--- config.mk ---
export PLATFORM = sky130hd
export DESIGN_NAME = sup_reset_gen
export DESIGN_NICKNAME = d
export VERILOG_FILES = /design/src/rtl/sup_rst_pkg.sv /design/src/rtl/sup_mr_sync.sv /design/src/rtl/sup_mr_qualify.sv /design/src/rtl/sup_rst_timer.sv /design/src/rtl/sup_rst_fsm.sv /design/src/rtl/sup_reset_gen.sv
export SDC_FILE = /design/constraint.sdc
export NUM_CORES = 1
export LEC_CHECK = 0
export BUFFER_PORTS_ARGS = -buffer_cell sky130_fd_sc_hd__buf_2
export CELL_PAD_IN_SITES_DETAIL_PLACEMENT = 0
export CELL_PAD_IN_SITES_GLOBAL_PLACEMENT = 1
export CORE_AREA = 4 4 46 58
export CTS_CLUSTER_DIAMETER = 60
export DETAILED_ROUTE_END_ITERATION = 6
export DIE_AREA = 0 0 50 62
export PLACE_DENSITY = 0.79
export SYNTH_ARGS = -nofsm -noshare
export SYNTH_HDL_FRONTEND = slang
export SYNTH_SLANG_ARGS = --single-unit
--- constraint.sdc ---
create_clock -name clk -period 1.9 [get_ports clk]
set_clock_uncertainty 0.1 [all_clocks]
set_input_delay 0.095 -clock clk [delete_from_list [all_inputs] [get_ports clk]]
set_output_delay 0.095 -clock clk [all_outputs]
set_load 0.02 [all_outputs]
--- src/rtl/sup_rst_pkg.sv ---
package sup_rst_pkg;

    typedef enum logic [1:0] {
        ST_HOLD    = 2'd0,
        ST_TIMING  = 2'd1,
        ST_RELEASE = 2'd2,
        ST_RUN     = 2'd3
    } rst_state_t;

endpackage

--- src/rtl/sup_mr_sync.sv ---
module sup_mr_sync #(
    parameter int unsigned STAGES = 2
) (
    input  logic clk,
    input  logic rst_n,
    input  logic async_in,
    output logic sync_out
);

    logic [STAGES-1:0] chain_q;

    // First stage samples the pin; later stages follow the one before.
    for (genvar g = 0; g < STAGES; g++) begin : g_stage
        if (g == 0) begin : g_first
            always_ff @(posedge clk or negedge rst_n) begin
                if (!rst_n) chain_q[g] <= 1'b1;
                else        chain_q[g] <= async_in;
            end
        end else begin : g_next
            always_ff @(posedge clk or negedge rst_n) begin
                if (!rst_n) chain_q[g] <= 1'b1;
                else        chain_q[g] <= chain_q[g-1];
            end
        end
    end

    assign sync_out = chain_q[STAGES-1];

endmodule

--- src/rtl/sup_mr_qualify.sv ---
module sup_mr_qualify #(
    parameter int unsigned MIN_CYCLES = 4
) (
    input  logic clk,
    input  logic rst_n,
    input  logic mr_sync_n,
    output logic mr_req
);

    localparam int unsigned CW = $clog2(MIN_CYCLES + 1);
    localparam logic [CW-1:0] LIMIT = CW'(MIN_CYCLES);

    logic [CW-1:0] low_cnt_q;

    // Count consecutive low samples; saturate at the limit; clear on high.
    always_ff @(posedge clk or negedge rst_n) begin
        if (!rst_n) begin
            low_cnt_q <= '0;
        end else if (mr_sync_n) begin
            low_cnt_q <= '0;
        end else if (low_cnt_q != LIMIT) begin
            low_cnt_q <= low_cnt_q + CW'(1);
        end
    end

    assign mr_req = (low_cnt_q == LIMIT);

endmodule

--- src/rtl/sup_rst_timer.sv ---
module sup_rst_timer #(
    parameter int unsigned CYCLES = 1600
) (
    input  logic clk,
    input  logic rst_n,
    input  logic clr,
    input  logic run,
    output logic done
);

    localparam int unsigned CW = (CYCLES > 2) ? $clog2(CYCLES) : 1;
    localparam logic [CW-1:0] LAST = CW'(CYCLES - 1);

    logic [CW-1:0] cnt_q;

    // Clear wins; counting stops at the last value.
    always_ff @(posedge clk or negedge rst_n) begin
        if (!rst_n) begin
            cnt_q <= '0;
        end else if (clr) begin
            cnt_q <= '0;
        end else if (run && (cnt_q != LAST)) begin
            cnt_q <= cnt_q + CW'(1);
        end
    end

    assign done = (cnt_q == LAST);

endmodule

--- src/rtl/sup_rst_fsm.sv ---
module sup_rst_fsm
    import sup_rst_pkg::*;
(
    input  logic clk,
    input  logic rst_n,
    input  logic cause,
    input  logic tmr_done,
    output logic tmr_clr,
    output logic tmr_run,
    output logic rst_asserted,
    output logic strobe
);

    rst_state_t state_q;
    rst_state_t state_d;

    always_comb begin
        state_d = state_q;
        unique case (state_q)
            ST_HOLD:    if (!cause) state_d = ST_TIMING;
            ST_TIMING:  if (cause) state_d = ST_HOLD;
                        else if (tmr_done) state_d = ST_RELEASE;
            ST_RELEASE: state_d = cause ? ST_HOLD : ST_RUN;
            ST_RUN:     if (cause) state_d = ST_HOLD;
            default:    state_d = ST_HOLD;
        endcase
    end

    always_ff @(posedge clk or negedge rst_n) begin
        if (!rst_n) state_q <= ST_HOLD;
        else        state_q <= state_d;
    end

    always_comb begin
        tmr_clr      = 1'b1;
        tmr_run      = 1'b0;
        rst_asserted = 1'b1;
        strobe       = 1'b0;
        unique case (state_q)
            ST_HOLD: begin
                tmr_clr = 1'b1;
            end
            ST_TIMING: begin
                tmr_clr = 1'b0;
                tmr_run = 1'b1;
            end
            ST_RELEASE: begin
                rst_asserted = 1'b0;
                strobe       = 1'b1;
            end
            ST_RUN: begin
                rst_asserted = 1'b0;
            end
            default: begin
                rst_asserted = 1'b1;
            end
        endcase
    end

endmodule

--- src/rtl/sup_reset_gen.sv ---
module sup_reset_gen #(
    parameter int unsigned TIMEOUT_CYCLES = 1600,
    parameter int unsigned MR_MIN_CYCLES  = 4,
    parameter int unsigned SYNC_STAGES    = 2
) (
    input  logic clk,
    input  logic rst_n,
    input  logic supply_ok,
    input  logic mr_n,
    output logic rst_out_n,
    output logic rst_out,
    output logic rst_active,
    output logic release_pulse
);

    logic mr_sync_n;
    logic mr_req;
    logic cause;
    logic tmr_clr;
    logic tmr_run;
    logic tmr_done;
    logic rst_asserted;

    sup_mr_sync #(.STAGES(SYNC_STAGES)) i_sync (
        .clk      (clk),
        .rst_n    (rst_n),
        .async_in (mr_n),
        .sync_out (mr_sync_n)
    );

    sup_mr_qualify #(.MIN_CYCLES(MR_MIN_CYCLES)) i_qual (
        .clk       (clk),
        .rst_n     (rst_n),
        .mr_sync_n (mr_sync_n),
        .mr_req    (mr_req)
    );

    assign cause = !supply_ok || mr_req;

    sup_rst_timer #(.CYCLES(TIMEOUT_CYCLES)) i_timer (
        .clk   (clk),
        .rst_n (rst_n),
        .clr   (tmr_clr),
        .run   (tmr_run),
        .done  (tmr_done)
    );

    sup_rst_fsm i_fsm (
        .clk          (clk),
        .rst_n        (rst_n),
        .cause        (cause),
        .tmr_done     (tmr_done),
        .tmr_clr      (tmr_clr),
        .tmr_run      (tmr_run),
        .rst_asserted (rst_asserted),
        .strobe       (strobe_w)
    );

    logic strobe_w;

    assign rst_out_n     = !rst_asserted;
    assign rst_out       = rst_asserted;
    assign rst_active    = rst_asserted;
    assign release_pulse = strobe_w;

endmodule

==> results.md <==
Logic synthesis:
- In the post-synthesis netlist, the biggest area contributors are dfrtp_1, dfstp_2, nor2_1, xnor2_1, ha_1.
- The dominant combinational cell family by area after synthesis is simple AND/OR/NAND/NOR gates.
- The post-synthesis cell area is 863 sq um.
- The synthesized netlist devotes 6.09% of its cell area to XOR and XNOR gates.
- The post-synthesis share of cell area spent on full adders, half adders and majority gates is 4.35%.
- The synthesized design contains 18 register bits.
- The average instance area after synthesis is 10.0 sq um.
- Summing the areas of all and, or, nand and nor instances in the mapped netlist gives 24.3% of the synthesized area.
- The compound-gate portion of the synthesized area is 8.12%.
- dfrtp_1 takes more of the synthesized area than any other cell.
- The multiplexer share of the synthesized area is 1.16%.
- The share of the yosys chip area belonging to registers is 52.5%.
- In the synthesized netlist, the number of instances is 86.
- Counting every net in the synthesized netlist gives 93.
- The count of yosys warnings during synthesis is 0.
- The distinct cell type count after synthesis is 28.
- The fraction of post-synthesis cell area in the top cell type by area is 46.4%.

Timing:
- In the final timing run, aggregate negative setup slack is 0 ps.
- Setup slack on the critical path of the routed design comes to 188 ps.
- Setup repair after global routing left no endpoint under its margin.
- The post-route minimum period is 1710 ps.
- Of the available clock period, the critical path in the final layout requires 90.1%.
- In this run the tightest slew margin relative to its limit is 74.0%.
- For the pin with the worst max-slew slack, the measured transition is 390 ps.
- The tightest hold margin is 148 ps.
- Static timing analysis puts the maximum clock frequency at between 500 and 600 MHz.
- The max-slew violation total from the final report came to 0.
- The number of failing hold endpoints at the final stage is 0.
- The setup-violating endpoint count in the final report is 0.

Placed design:
- The cell area after placement is 941 sq um.
- The post-placement setup slack is 158 ps.
- At the end of routability-driven placement, the weighted congestion stood at 0.764.
- The HPWL after detailed placement is 1110 microns.
- The count of input and output buffers is 7.
- In this run, placement finished with an instance count of approximately 120.

Die:
- The die boundary width is 50 microns.
- The initial core utilization is 39.9%.
- The chip height is 62 microns.
- The floorplan step defined a die boundary enclosing 3100 sq um.
- The total area inside the core boundary comes to 2160 sq um.
- The floorplan has 19 rows.
- 8 I/O pins were placed.

Finish:
- The filler-free cell count of the finished design is 131.
- The final non-filler cell area is 1010 sq um.
- Relative to the synthesized area, the layout overhead comes to 17.0%.
- The layout has 199 filler cells.
- In the layout the commonest cells are dfrtp_1, nor2_1, nand2_1, buf_2.
- In the final design database the tool counted 108 nets.
- Cells with a size suffix above 1 make up a little over a fifth of the layout.
- The number of antenna cells inserted is 0.
- The library cell used most frequently in the layout, excluding fill and tap cells, is dfrtp_1.

Route:
- The detail route stage leaves a number of antenna-violating nets equal to 0.
- The post-detailed-routing wire length is 1480 microns.
- The post-detailed-route via-to-cell ratio is roughly 4.7.
- Summing over every cut layer, the via total after detailed routing is 618.
- The first-pass iteration count of the detailed router is 4.
- The count of routing violations after the opening detailed-route iteration is 12.
- In the routed design, unresolved DRC markers number 0.
- In the final routed layout, each cell accounts on average for about 11 microns.

Worst setup path:
- STA classifies the critical path endpoint as a flip-flop.
- For the worst setup path, the data required time is about 2000 ps.
- The reg2reg setup slack is 190 ps.
- The arrival time at the worst endpoint is 1790 ps.
- Along the worst path, the maximum fanout reaches 7.
- STA classifies the critical path startpoint as a flip-flop.
- The reg-to-reg startpoint is i_timer.cnt_q[0]$_DFFE_PN0P_.
- The reg-to-reg critical path endpoint is i_timer.cnt_q[1]$_DFFE_PN0P_.
- The worst-case reg-to-reg path depth is 6.
- The kind of critical path is flip-flop to flip-flop.

Global route:
- Entering global routing, the biggest net connects 19 pins.
- Global routing consumed, over all layers together, 11.6% of the routing resources.
- The first-pass GRT wire length is 2720 microns.
- The via count of the first global-routing pass is 651.
- The initial antenna violation count is 0.
- The global route total overflow is 0.

Clock network:
- After clock tree synthesis, the clock-pin slew on the worst setup and hold paths is about 100 ps.
- The maximum buffer depth of the clock tree is 2.
- In this run the number of H-tree levels came out at 1.
- The buffer cell driving the clock tree root is clkbuf_4.
- The number of clock buffers inserted by TritonCTS is 3.
- The number of clock sinks is 18.
- TritonCTS built the clock tree.
- Clock latency on the worst-skew pair, taken at its later pin, is 290 ps.
- The setup fix buffers added after clock tree synthesis is 0.

Flow run:
- Across the run, the number of max-cap violations was 0.

Power:
- Across the VDD grid, the largest voltage drop is 0.000536 V.
- Summed over all cells, the static leakage comes to 0.436 nW.
- In this run the power density over the cells is 717 nW/um^2.

Hold path:
- In this run the worst hold path is classified as primary input to async pin.

Status:
- The run finished with clean final reports.
cell type report:
class | count | area (sq um) | share of cell area [%]
Clock buffer | 4 | 36.3 | 3.59
Inverter | 5 | 18.8 | 1.86
Multi-Input combinational cell | 61 | 383 | 37.9
Sequential cell | 18 | 453 | 44.9
Tap cell | 31 | 38.8 | 3.84
Timing Repair Buffer | 12 | 80.1 | 7.93
flip-flops by register name, summed over array words and instances (netlist names):
name,flops
i_fsm.state_q,2
i_sync.chain_q,1
i_qual.low_cnt_q,3
i_sync.sync_out,1
i_timer.cnt_q,11
logic make-up (layout without fill, tap and decap cells):
group,after synthesis,count (layout)
DFF,18,18
buffers and inverters,7,21
and+or+nand+nor,39,39
adders and majority gates,3,3
AOI/OAI and AO/OA,12,12
xor gates and xnor gates,6,6
muxes,1,1
stage by stage:
step / util (%) / power (mW)
finish: 46.7 / 0.724
global route: 46.7 / 0.773
CTS: 46.6 / 0.735
detailed placement: 43.5 / 0.493
global placement: 43.5 / 0.489
floorplan: - / 0.468
Yosys cell counts, drive strengths merged:
| cell | number |
|---|---|
| clkbuf | 1 |
| a21oi | 6 |
| a31oi | 1 |
| nor2 | 13 |
| nor3 | 6 |
| nor2b | 1 |
| ha | 3 |
| o21ai | 3 |
| inv | 5 |
| buf | 1 |
| xnor2 | 5 |
| nor4 | 2 |
| nand3 | 4 |
| or3 | 2 |
| mux2i | 1 |
| dfstp | 2 |
| dfrtp | 16 |
| o311a | 1 |
| or4 | 1 |
| nand2 | 9 |
| nand4 | 1 |
| xor2 | 1 |
| o21bai | 1 |
report_power, final:
part / internal, mW / switching, mW
clock: 0.117 / 0.118
sequential: 0.404 / 0.0182
combinational: 0.0287 / 0.0384
how the worst max path moves through the flow:
stage	start	endpoint	slack [ps]
final	i_timer.cnt_q[0]$_DFFE_PN0P_	i_timer.cnt_q[1]$_DFFE_PN0P_	190
after global routing	i_timer.cnt_q[0]$_DFFE_PN0P_	i_timer.cnt_q[1]$_DFFE_PN0P_	20
after CTS	i_timer.cnt_q[0]$_DFFE_PN0P_	i_timer.cnt_q[1]$_DFFE_PN0P_	140
after detailed placement	i_timer.cnt_q[0]$_DFFE_PN0P_	i_timer.cnt_q[1]$_DFFE_PN0P_	160
after global placement	i_timer.cnt_q[0]$_DFFE_PN0P_	i_timer.cnt_q[1]$_DFFE_PN0P_	220
after floorplan	i_timer.cnt_q[0]$_DFFE_PN0P_	i_timer.cnt_q[1]$_DFFE_PN0P_	260
what timing repair did:
item | in CTS | in global routing
endpoints found under the hold margin | 21 | 0
hold buffers | 3 | 0
resized for setup | 0 | 1
setup endpoints to repair | 0 | 1
worst max-delay path, cell delays in order, from the launching register on:
cell	delay (ps)
dfrtp_1	400
ha_2	240
nand2_4	80
nor4_4	330
buf_4	210
mux2i_1	180
nor2_1	50
routing by layer:
layer	up-vias	global-route usage (%)	part of all wire, %
met4	0	7.91	1.3
met2	10	19.0	48
li1	322	-	-
met3	2	1.43	3.0
met5	-	0	0
met1	284	14.5	47
(Power assumes the default switching activity.)
